===== src/rtl/sio_cfg_pkg.sv =====
package sio_cfg_pkg;
  typedef enum logic [1:0] {KEY_LOCKED, KEY_HALF, KEY_OPEN} key_state_e;

  localparam logic [7:0] KEY_UNLOCK   = 8'h87;
  localparam logic [7:0] KEY_LOCK     = 8'hAA;
  localparam logic [7:0] IDX_LDN      = 8'h07;
  localparam logic [7:0] IDX_DEVID_HI = 8'h20;
  localparam logic [7:0] IDX_DEVID_LO = 8'h21;
  localparam logic [7:0] IDX_REV      = 8'h22;
  localparam logic [7:0] IDX_MFR_HI   = 8'h23;
  localparam logic [7:0] IDX_MFR_LO   = 8'h24;
  localparam logic [7:0] IDLE_BYTE    = 8'hFF;
endpackage


===== src/rtl/sio_key_fsm.sv =====
module sio_key_fsm
  import sio_cfg_pkg::*;
(
  input  logic       clk,
  input  logic       rst_n,
  input  logic       idx_wr,
  input  logic [7:0] wdata,
  output logic       cfg_open
);
  key_state_e state_q, state_d;

  always_comb begin
    state_d = state_q;
    if (idx_wr) begin
      unique case (state_q)
        KEY_LOCKED: state_d = (wdata == KEY_UNLOCK) ? KEY_HALF : KEY_LOCKED;
        KEY_HALF:   state_d = (wdata == KEY_UNLOCK) ? KEY_OPEN : KEY_LOCKED;
        KEY_OPEN:   state_d = (wdata == KEY_LOCK)   ? KEY_LOCKED : KEY_OPEN;
        default:    state_d = KEY_LOCKED;
      endcase
    end
  end

  always_ff @(posedge clk) begin
    if (!rst_n) state_q <= KEY_LOCKED;
    else        state_q <= state_d;
  end

  assign cfg_open = (state_q == KEY_OPEN);

  // opening is always caused by an unlock byte on the index port
  a_r2_open_by_key: assert property (@(posedge clk) disable iff (!rst_n)
    $rose(cfg_open) |-> $past(idx_wr && wdata == KEY_UNLOCK));

  // the lock byte closes an open space
  a_r4_lock_closes: assert property (@(posedge clk) disable iff (!rst_n)
    (cfg_open && idx_wr && wdata == KEY_LOCK) |=> !cfg_open);
endmodule


===== src/rtl/sio_cfg_regs.sv =====
module sio_cfg_regs
  import sio_cfg_pkg::*;
#(
  parameter logic [15:0] DEV_ID   = 16'hB51C,
  parameter logic [7:0]  DEV_REV  = 8'h03,
  parameter logic [15:0] MFR_ID   = 16'h1934,
  parameter logic [7:0]  GPIO_LDN = 8'h06
) (
  input  logic       clk,
  input  logic       rst_n,
  input  logic       cfg_open,
  input  logic       idx_wr,
  input  logic       dat_wr,
  input  logic       dat_rd,
  input  logic [7:0] wdata,
  input  logic [7:0] bank_rdata,
  output logic [7:0] index_q,
  output logic [7:0] cfg_rdata,
  output logic [6:0] bank_addr,
  output logic       bank_wr,
  output logic       bank_rd
);
  logic [7:0] ldn_q;
  logic       gpio_route;
  logic       ldn_we;

  assign ldn_we     = cfg_open && dat_wr && (index_q == IDX_LDN);
  assign gpio_route = cfg_open && (ldn_q == GPIO_LDN) && index_q[7];

  always_ff @(posedge clk) begin
    if (!rst_n) begin
      index_q <= 8'h00;
      ldn_q   <= 8'h00;
    end else begin
      if (cfg_open && idx_wr && wdata != KEY_LOCK) index_q <= wdata;
      if (ldn_we) ldn_q <= wdata;
    end
  end

  assign bank_addr = index_q[6:0];
  assign bank_wr   = gpio_route && dat_wr;
  assign bank_rd   = gpio_route && dat_rd;

  always_comb begin
    cfg_rdata = IDLE_BYTE;
    if (cfg_open) begin
      if (gpio_route) cfg_rdata = bank_rdata;
      else begin
        unique case (index_q)
          IDX_LDN:      cfg_rdata = ldn_q;
          IDX_DEVID_HI: cfg_rdata = DEV_ID[15:8];
          IDX_DEVID_LO: cfg_rdata = DEV_ID[7:0];
          IDX_REV:      cfg_rdata = DEV_REV;
          IDX_MFR_HI:   cfg_rdata = MFR_ID[15:8];
          IDX_MFR_LO:   cfg_rdata = MFR_ID[7:0];
          default:      cfg_rdata = IDLE_BYTE;
        endcase
      end
    end
  end

  // the device number moves only on an open data write to index 0x07
  a_r8_ldn_hold: assert property (@(posedge clk) disable iff (!rst_n)
    !(cfg_open && dat_wr && index_q == IDX_LDN) |=> $stable(ldn_q));

  // bank strobes only with the GPIO device selected
  a_r9_bank_gated: assert property (@(posedge clk) disable iff (!rst_n)
    (bank_wr || bank_rd) |-> (ldn_q == GPIO_LDN && cfg_open));
endmodule


===== src/rtl/sio_cfg_port.sv =====
module sio_cfg_port
  import sio_cfg_pkg::*;
#(
  parameter int          ADDR_W   = 16,
  parameter bit          ALT_BASE = 1'b0,
  parameter logic [15:0] DEV_ID   = 16'hB51C,
  parameter logic [7:0]  DEV_REV  = 8'h03,
  parameter logic [15:0] MFR_ID   = 16'h1934,
  parameter logic [7:0]  GPIO_LDN = 8'h06
) (
  input  logic              clk,
  input  logic              rst_n,
  input  logic [ADDR_W-1:0] io_addr,
  input  logic              io_wr,
  input  logic              io_rd,
  input  logic [7:0]        io_wdata,
  output logic [7:0]        io_rdata,
  output logic [6:0]        bank_addr,
  output logic              bank_wr,
  output logic              bank_rd,
  output logic [7:0]        bank_wdata,
  input  logic [7:0]        bank_rdata
);
  localparam logic [ADDR_W-1:0] BASE_ADDR =
    ALT_BASE ? ADDR_W'(16'h004E) : ADDR_W'(16'h002E);
  localparam logic [ADDR_W-1:0] DATA_ADDR = BASE_ADDR + ADDR_W'(1);

  logic hit_idx, hit_dat, cfg_open;
  logic [7:0] index_q, cfg_rdata;

  assign hit_idx = (io_addr == BASE_ADDR);
  assign hit_dat = (io_addr == DATA_ADDR);

  sio_key_fsm u_key (
    .clk      (clk),
    .rst_n    (rst_n),
    .idx_wr   (io_wr && hit_idx),
    .wdata    (io_wdata),
    .cfg_open (cfg_open)
  );

  sio_cfg_regs #(
    .DEV_ID(DEV_ID), .DEV_REV(DEV_REV), .MFR_ID(MFR_ID), .GPIO_LDN(GPIO_LDN)
  ) u_regs (
    .clk        (clk),
    .rst_n      (rst_n),
    .cfg_open   (cfg_open),
    .idx_wr     (io_wr && hit_idx),
    .dat_wr     (io_wr && hit_dat),
    .dat_rd     (io_rd && hit_dat),
    .wdata      (io_wdata),
    .bank_rdata (bank_rdata),
    .index_q    (index_q),
    .cfg_rdata  (cfg_rdata),
    .bank_addr  (bank_addr),
    .bank_wr    (bank_wr),
    .bank_rd    (bank_rd)
  );

  assign bank_wdata = io_wdata;

  always_comb begin
    io_rdata = IDLE_BYTE;
    if (hit_idx)      io_rdata = cfg_open ? index_q : IDLE_BYTE;
    else if (hit_dat) io_rdata = cfg_rdata;
  end

  // locked data reads float high
  a_r5_locked_read_ff: assert property (@(posedge clk) disable iff (!rst_n)
    (!cfg_open && io_rd && hit_dat) |-> io_rdata == IDLE_BYTE);

  // nothing reaches the bank from an address outside the port pair
  a_r10_no_foreign_strobe: assert property (@(posedge clk) disable iff (!rst_n)
    (bank_wr || bank_rd) |-> hit_dat);
endmodule


===== config.mk =====
export PLATFORM = sky130hd
export DESIGN_NAME = sio_cfg_port
export DESIGN_NICKNAME = d
export VERILOG_FILES = /design/src/rtl/sio_cfg_pkg.sv /design/src/rtl/sio_key_fsm.sv /design/src/rtl/sio_cfg_regs.sv /design/src/rtl/sio_cfg_port.sv
export SDC_FILE = /design/constraint.sdc
export NUM_CORES = 1
export LEC_CHECK = 0
export ABC_AREA = 1
export ABC_CLOCK_PERIOD_IN_PS = 1250
export BUFFER_PORTS_ARGS = -buffer_cell sky130_fd_sc_hd__buf_2
export CELL_PAD_IN_SITES_DETAIL_PLACEMENT = 1
export CELL_PAD_IN_SITES_GLOBAL_PLACEMENT = 1
export CORE_UTILIZATION = 28
export CTS_CLUSTER_SIZE = 25
export DETAILED_ROUTE_END_ITERATION = 16
export PLACE_DENSITY = 0.86
export SLEW_MARGIN = 30
export SYNTH_ARGS = -nofsm -noshare
export SYNTH_HDL_FRONTEND = slang
export SYNTH_SLANG_ARGS = --single-unit

===== constraint.sdc =====
create_clock -name clk -period 1.25 [get_ports clk]
set_input_delay 0.125 -clock clk [delete_from_list [all_inputs] [get_ports clk]]
set_output_delay 0.125 -clock clk [all_outputs]
set_load 0.005 [all_outputs]

==> impl_metrics.csv, run 1 <==
group,metric,value,unit
status,status,"complete, but fails checks",
status,violations,"setup timing",
timing,fin_crit_sh,144,%
worst_setup_path,critPathLaunchType,"register",
floorplan,ioPinCount,61,
synthesis,synthCells,272,
grt,grt_pass1_wl,10900,um
timing,tightestPinTransition,0.469,ns
routing,via_per_inst,4.75,
worst_setup_path,r2r_setup_slack,-0.32,ns
cts,clock_latency,0.26,ns
worst_setup_path,worstSetupPathType,"register to primary output",
grt,grt_pass1_vias,2280,
synthesis,yosys_warnings,0,
grt,track_usage,23.9,%
routing,drc_errors,0,
min_path,hold_path_startpoint,"io_wdata[5]",
cts,cts_tree,"yes",
cts,htree_levels,1,
timing,slew_headroom,68.6,%
final_layout,area_growth,65.1,%
routing,drtIter0Drc,72,
cts,cts.path.max_buffers,2,
worst_setup_path,worst_path_largest_cell_delay,0.33,ns
timing,fmax,555,MHz
worst_setup_path,r2r_end,"u_regs.ldn_q[3]",
floorplan,dieArea,5790,sq um
power_and_ir_drop,power,1.23,mW
routing,drt_pass1_iterations,4,
cts,path_clk_slew,0.07,ns
timing,hold_viol,0,
cts,cts_made_buffers,3,
placed_design,port_buffers,60,
placed_design,dp_slack,-0.329,ns
final_layout,nets,406,
min_path,holdPathEnd,"u_regs.ldn_q[5]",
final_layout,final_common_cell,"buf_2",
floorplan,rows,26,
timing,layout_setup_ws,-0.551,ns
cts,root_buffer,"clkbuf_8",
grt,grt_max_degree,18,
synthesis,synth_top_area_share,23.5,%
grt,grt-ovfl-total,0,
worst_setup_path,cp_max_fo,5,
floorplan,start_util,29.5,%
timing,min_period,1.80,ns
power_and_ir_drop,p_per_area,487,nW/um^2
grt,antenna_found_initial,0,
worst_setup_path,crit_chain,"inv_2 > nand2_4 > nor3_4 > nand3_4 > buf_6 > nor3b_2 > buf_2",
synthesis,ys_seq_area_share,23.5,%
timing,setup_viol,26,
final_layout,diodes,0,
worst_setup_path,r2r_start,"u_key.state_q[0]",
floorplan,die_h,76.1,um
synthesis,yosysTopAreaCell,"dfxtp_1",
placed_design,place.gp.congestion,0.831,
worst_setup_path,crit_path_top_delay_cell,"dfxtp_2",
placed_design,dp_hpwl,4250,um
worst_setup_path,reg2reg_depth,11,
cts,cts_sinks,18,
routing,vias,2086,
power_and_ir_drop,leakagePower,1.27,nW
worst_setup_path,startpoint,"u_key.state_q[0]",
grt,grtUsageMet2,47.5,%
grt,grt_use_met3,2.16,%
synthesis,synthesis.nets,308,
power_and_ir_drop,ir_drop,408,uV
timing,clock_skew,0.00245,ns
grt,top_usage_layer,"met2",
routing,antenna_left,0,
routing,avgRoutedWirePerCell,16.1,um
min_path,hp-class,"input pin to register",
final_layout,drive_gt1_share,51.5,%
worst_setup_path,required,1.12,ns
timing,slew_viol_final,0,
synthesis,yosysUniqueCellTypes,24,
synthesis,synth_area_leaders,"dfxtp_1 23%, nand2_1 18%, nor2_1 16%",
min_path,whs_path_depth,5,
synthesis,syn_area_per_cell,5.65,sq um
final_layout,final_cell_mix,"60 x buf_2, 58 x nor2_1, 53 x nand2_1, 41 x buf_4, 27 x inv_1",
worst_setup_path,setup.worst_path.end_class,"primary output",
floorplan,core_area,5200,sq um
floorplan,die_w,76.1,um
grt,use_met1,25.3,%
routing,routed_wl,7070,um
synthesis,syn-cell-area,1540,sq um
timing,rsz0062_at_grt,"yes",
worst_setup_path,worst_ep_arrival_time,1.68,ns
run,maxCapViolations,0,
synthesis,ys_seq_elements,18,
[critical path: cells and delay by family (launching register included)]
kind          cells  cell delay [ns]
buf+inv           3             0.38
flops             1             0.33
simple gates      4             0.70
[logic make-up after synthesis]
kind of cell | synth area share, %
buffers and inverters | 18.6
AOI/OAI and AO/OA | 4.56
and+or+nand+nor | 53.3
DFF | 23.5
[how the worst max path moves through the flow]
stage	cells past startpoint	slack (ns)	to
floorplan	8	-0.03	u_regs.ldn_q[6]
detailed placement	7	-0.33	bank_rd
global placement	7	-0.27	bank_rd
global route	9	-0.60	io_rdata[1]
CTS	8	-0.49	io_rdata[1]
finish	7	-0.55	bank_rd
[power breakdown]
group	leakage (nW)	internal [mW]	switching, mW
clock network	0.0288	0.281	0.221
logic	1.09	0.0768	0.0888
registers	0.152	0.566	0.00000000194
[per-stage QoR]
| stage | hold WS [ns] | setup TNS, ns | util (%) | cells | area [sq um] |
|---|---|---|---|---|---|
| 2_1_floorplan | 0.331 | -0.0851 | - | 272 | 1560 |
| 3_3_place_gp | 0.431 | -5.69 | 40.3 | 418 | 2100 |
| 3_5_place_dp | 0.434 | -7.45 | 40.3 | 418 | 2100 |
| 4_1_cts | 0.216 | -7.45 | 45.5 | 434 | 2370 |
| 5_1_grt | 0.258 | -10.31 | 48.7 | 439 | 2540 |
| 6_report | 0.234 | -8.86 | 48.7 | 439 | 2540 |
[sequential cells by signal, indices dropped and copies added, names as in the netlist]
| name | count |
|---|---|
| u_regs.index_q | 8 |
| u_regs.ldn_q | 8 |
| u_key.state_q | 2 |
[synth_stat cells]
library cell	number
inv_1	37
a21oi_1	10
clkbuf_1	1
nand4_1	6
buf_4	15
nor3_4	1
o21ai_0	3
nor2_4	4
nor3b_1	1
nor3_1	9
buf_1	1
nor2_2	1
nor3_2	1
buf_6	2
nand3_2	1
nand3_1	16
or2_2	1
nor2_1	67
nand2_1	72
dfxtp_1	18
nand2_2	2
nand4_4	1
buf_2	1
o21ai_1	1
[area by class of cell]
| class | instances | area [sq um] |
|---|---|---|
| inverter | 37 | 149 |
| timing repair buffer | 111 | 752 |
| sequential | 18 | 383 |
| clock buffer | 4 | 55.1 |
| tap | 70 | 87.6 |
| multi-input combinational | 199 | 1110 |
| fill | 734 | 2670 |
[layer usage]
metal  wire length (um)  up-vias  part of all wire [%]
li1                   -     1026                     -
met1               2850      974                    40
met2               3730       68                    53
met3                249       18                   3.5
met4                229        0                   3.2
met5                  0        -                     0
[what timing repair did]
action                     CTS  global route
setup endpoints to repair   27            27
resized for setup           49            35
hold buffers                 0             0
setup buffers               10             4
cloned                       2             1
pin swaps                   22            29
Power figures use the tool's default switching activity.
==> run 2, diff against run 1 <==
--- a/config.mk
+++ b/config.mk
@@ -14,6 +14,7 @@
 export CTS_CLUSTER_SIZE = 25
 export DETAILED_ROUTE_END_ITERATION = 16
 export PLACE_DENSITY = 0.86
+export SETUP_SLACK_MARGIN = 0.02
 export SLEW_MARGIN = 30
 export SYNTH_ARGS = -nofsm -noshare
 export SYNTH_HDL_FRONTEND = slang
==> run 2 against run 1 <==
  * Clock skew is 0.0027 ns higher
  * Routed wire length fell by 11%
  * Global-route usage decreased by 2.9 points
  * Register-to-register slack better by 0.09 ns
  * Sequential share of layout area increased by 0.13 points
  * Clock power shrank 4%
  * Largest cell class unchanged
  * Combinational power is 3% lower
  * Via count decreased by 4.3%
  * The flow still finishes with violations (setup timing)
  * Critical path depth up 2
  * Cell count decreased by 2.1%
  * Largest power group unchanged
  * Flip-flop and latch count did not move
  * Fmax grew 1.0%
  * Highest routed layer unchanged
==> impl_metrics.csv, run 2 (synthesized netlist as in run 1, its figures left out) <==
group,metric,value,unit
power_and_ir_drop,pwr-share-clk,39.8,%
power_and_ir_drop,combPwrFrac,13.3,%
routing,avgRoutedWirePerCell,14.6,um
cts,htree_levels,1,
min_path,hp-class,"input pin to register",
status,violations,"setup timing",
grt,antenna_found_initial,0,
power_and_ir_drop,seq_power_share,46.9,%
worst_setup_path,cp_num_buf_inv,3,
final_layout,nets,397,
timing,whs,0.226,ns
placed_design,place_area,2110,sq um
final_layout,fill_cells,712,
power_and_ir_drop,switching_power,293,uW
timing,slew_headroom,76.5,%
power_and_ir_drop,leakagePower,1.22,nW
worst_setup_path,worst_ep_arrival_time,1.66,ns
final_layout,final_cell_mix,"60 x buf_2, 58 x nand2_1, 54 x nor2_1, 33 x buf_4, 29 x inv_1",
routing,drt_pass1_iterations,4,
floorplan,die_h,76.1,um
routing,antenna_left,0,
floorplan,die_w,76.1,um
floorplan,start_util,29.5,%
timing,setup_viol,26,
worst_setup_path,worst_path_largest_cell_delay,0.33,ns
floorplan,rows,26,
final_layout,post-route-util,48.0,%
final_layout,seq_area,380,sq um
placed_design,port_buffers,60,
min_path,holdPathEnd,"u_regs.index_q[1]",
worst_setup_path,crit_path_top_delay_cell,"dfxtp_2",
final_layout,drive_gt1_share,49.7,%
final_layout,area_growth,62.5,%
grt,track_usage,21.0,%
routing,via_per_inst,4.64,
routing,drc_errors,0,
power_and_ir_drop,p_per_area,486,nW/um^2
floorplan,core_area,5200,sq um
timing,fmax,561,MHz
worst_setup_path,r2r_end,"u_regs.index_q[3]",
worst_setup_path,path_delay_family,"simple AND/OR/NAND/NOR gates",
timing,tightestPinTransition,0.351,ns
cts,cts.path.max_buffers,2,
final_layout,multi_input_area,1100,sq um
floorplan,dieArea,5790,sq um
routing,routed_wl,6300,um
worst_setup_path,reg2reg_depth,12,
timing,clock_skew,0.00516,ns
power_and_ir_drop,ir_drop,369,uV
final_layout,top_regs,"u_regs.index_q: 8 flops, u_regs.ldn_q: 8 flops, u_key.state_q: 2 flops",
grt,grt_pass1_vias,2149,
routing,vias,1996,
placed_design,dp_hpwl,4380,um
cts,cts_made_buffers,3,
timing,hold_viol,0,
worst_setup_path,required,1.12,ns
timing,rsz0062_at_grt,"yes",
power_and_ir_drop,power,1.21,mW
grt,grt-ovfl-total,0,
cts,root_buffer,"clkbuf_8",
timing,slew_viol_final,0,
worst_setup_path,r2r_start,"u_key.state_q[0]",
worst_setup_path,crit_chain,"inv_2 > nand2_4 > nor3_4 > nand3_4 > buf_12 > nor2_2 > nor2_1 > a21oi_1 > buf_2",
worst_setup_path,setup.worst_path.end_class,"primary output",
power_and_ir_drop,switching_share,24.2,%
run,maxCapViolations,0,
worst_setup_path,cp_max_fo,8,
timing,layout_setup_ws,-0.533,ns
floorplan,ioPinCount,61,
min_path,whs_path_depth,5,
grt,grt_pass1_wl,9850,um
cts,clock_latency,0.25,ns
final_layout,diodes,0,
min_path,hold_path_startpoint,"io_wdata[1]",
placed_design,dp_slack,-0.314,ns
cts,cts_tree,"yes",
placed_design,place.gp.congestion,0.825,
worst_setup_path,worstSetupPathType,"register to primary output",
cts,path_clk_slew,0.07,ns
power_and_ir_drop,intPower,919,uW
routing,drtIter0Drc,42,
timing,min_period,1.78,ns
final_layout,final_area,2500,sq um
timing,fin_crit_sh,143,%
worst_setup_path,critPathLaunchType,"register",
cts,cts_sinks,18,
final_layout,final_common_cell,"buf_2",
status,status,"complete, but fails checks",
worst_setup_path,r2r_setup_slack,-0.23,ns
grt,grt_max_degree,18,
[run 2: changes by cell type in the layout (fill, tap and decap cells not counted), moves of 3 or more]
cell,delta
nand2_1,+5
buf_4,-8
nor2_1,-4
nand2_2,-3
nor2_4,+5
[run 2: how the worst max path moves through the flow]
stage / from / endpoint / slack, ns / cells past startpoint
floorplan: u_regs.index_q[3] / io_rdata[0] / 0.02 / 8
global placement: u_regs.ldn_q[5] / io_rdata[2] / -0.21 / 9
detailed placement: u_regs.ldn_q[5] / io_rdata[2] / -0.31 / 9
CTS: u_key.state_q[0] / io_rdata[6] / -0.50 / 9
global route: u_key.state_q[0] / io_rdata[0] / -0.64 / 9
finish: u_key.state_q[0] / io_rdata[0] / -0.53 / 9
[run 2: through the flow]
| step | setup TNS (ns) | cells |
|---|---|---|
| 6_report | -8.07 | 430 |
| 5_1_grt | -10.66 | 430 |
| 4_1_cts | -6.48 | 428 |
| 3_5_place_dp | -4.90 | 415 |
| 3_3_place_gp | -3.02 | 415 |
| 2_1_floorplan | 0 | 272 |
[run 2: cell type report]
class                      count  area share [%]
timing repair buffer         104            29.5
clock buffer                   4            2.20
multi-input combinational    197            43.9
inverter                      37            5.66
tap                           70            3.51
sequential                    18            15.2
[run 2: layer usage]
metal | GRT usage (%) | vias up | share of wire (%)
met3 | 1.92 | 13 | 2.5
met4 | 6.15 | 0 | 1.8
li1 | - | 998 | -
met5 | 0 | - | 0
met1 | 23.4 | 939 | 40
met2 | 41.5 | 46 | 56
[run 2: worst reg2reg max path, cell delays in order (launching register included)]
cell and delay (ns):
dfxtp_2 0.33, inv_2 0.07, nand2_4 0.06, buf_4 0.15, inv_4 0.07, buf_4 0.11
buf_6 0.09, o21ai_4 0.06, nor2_4 0.10, buf_12 0.15, nand2_1 0.06, nand2_1 0.07
nor2_1 0.06
[run 2: repair_timing]
item / 4_1_cts / 5_1_grt
setup buffers: 7 / 3
pin swaps: 7 / 17
endpoints found under the setup margin: 26 / 27
gates cloned: 2 / 0
hold buffers: 0 / 0
resized for setup: 33 / 38
[run 2: power by group through the flow]
| stage | Sequential (mW) | Combinational, mW | Clock (mW) |
|---|---|---|---|
| 6_report | 0.568 | 0.161 | 0.483 |
| 5_1_grt | 0.568 | 0.178 | 0.522 |
| 4_1_cts | 0.573 | 0.155 | 0.496 |
| 3_5_place_dp | 0.586 | 0.150 | 0 |
| 3_3_place_gp | 0.586 | 0.144 | 0 |
| 2_1_floorplan | 0.586 | 0.0740 | 0 |
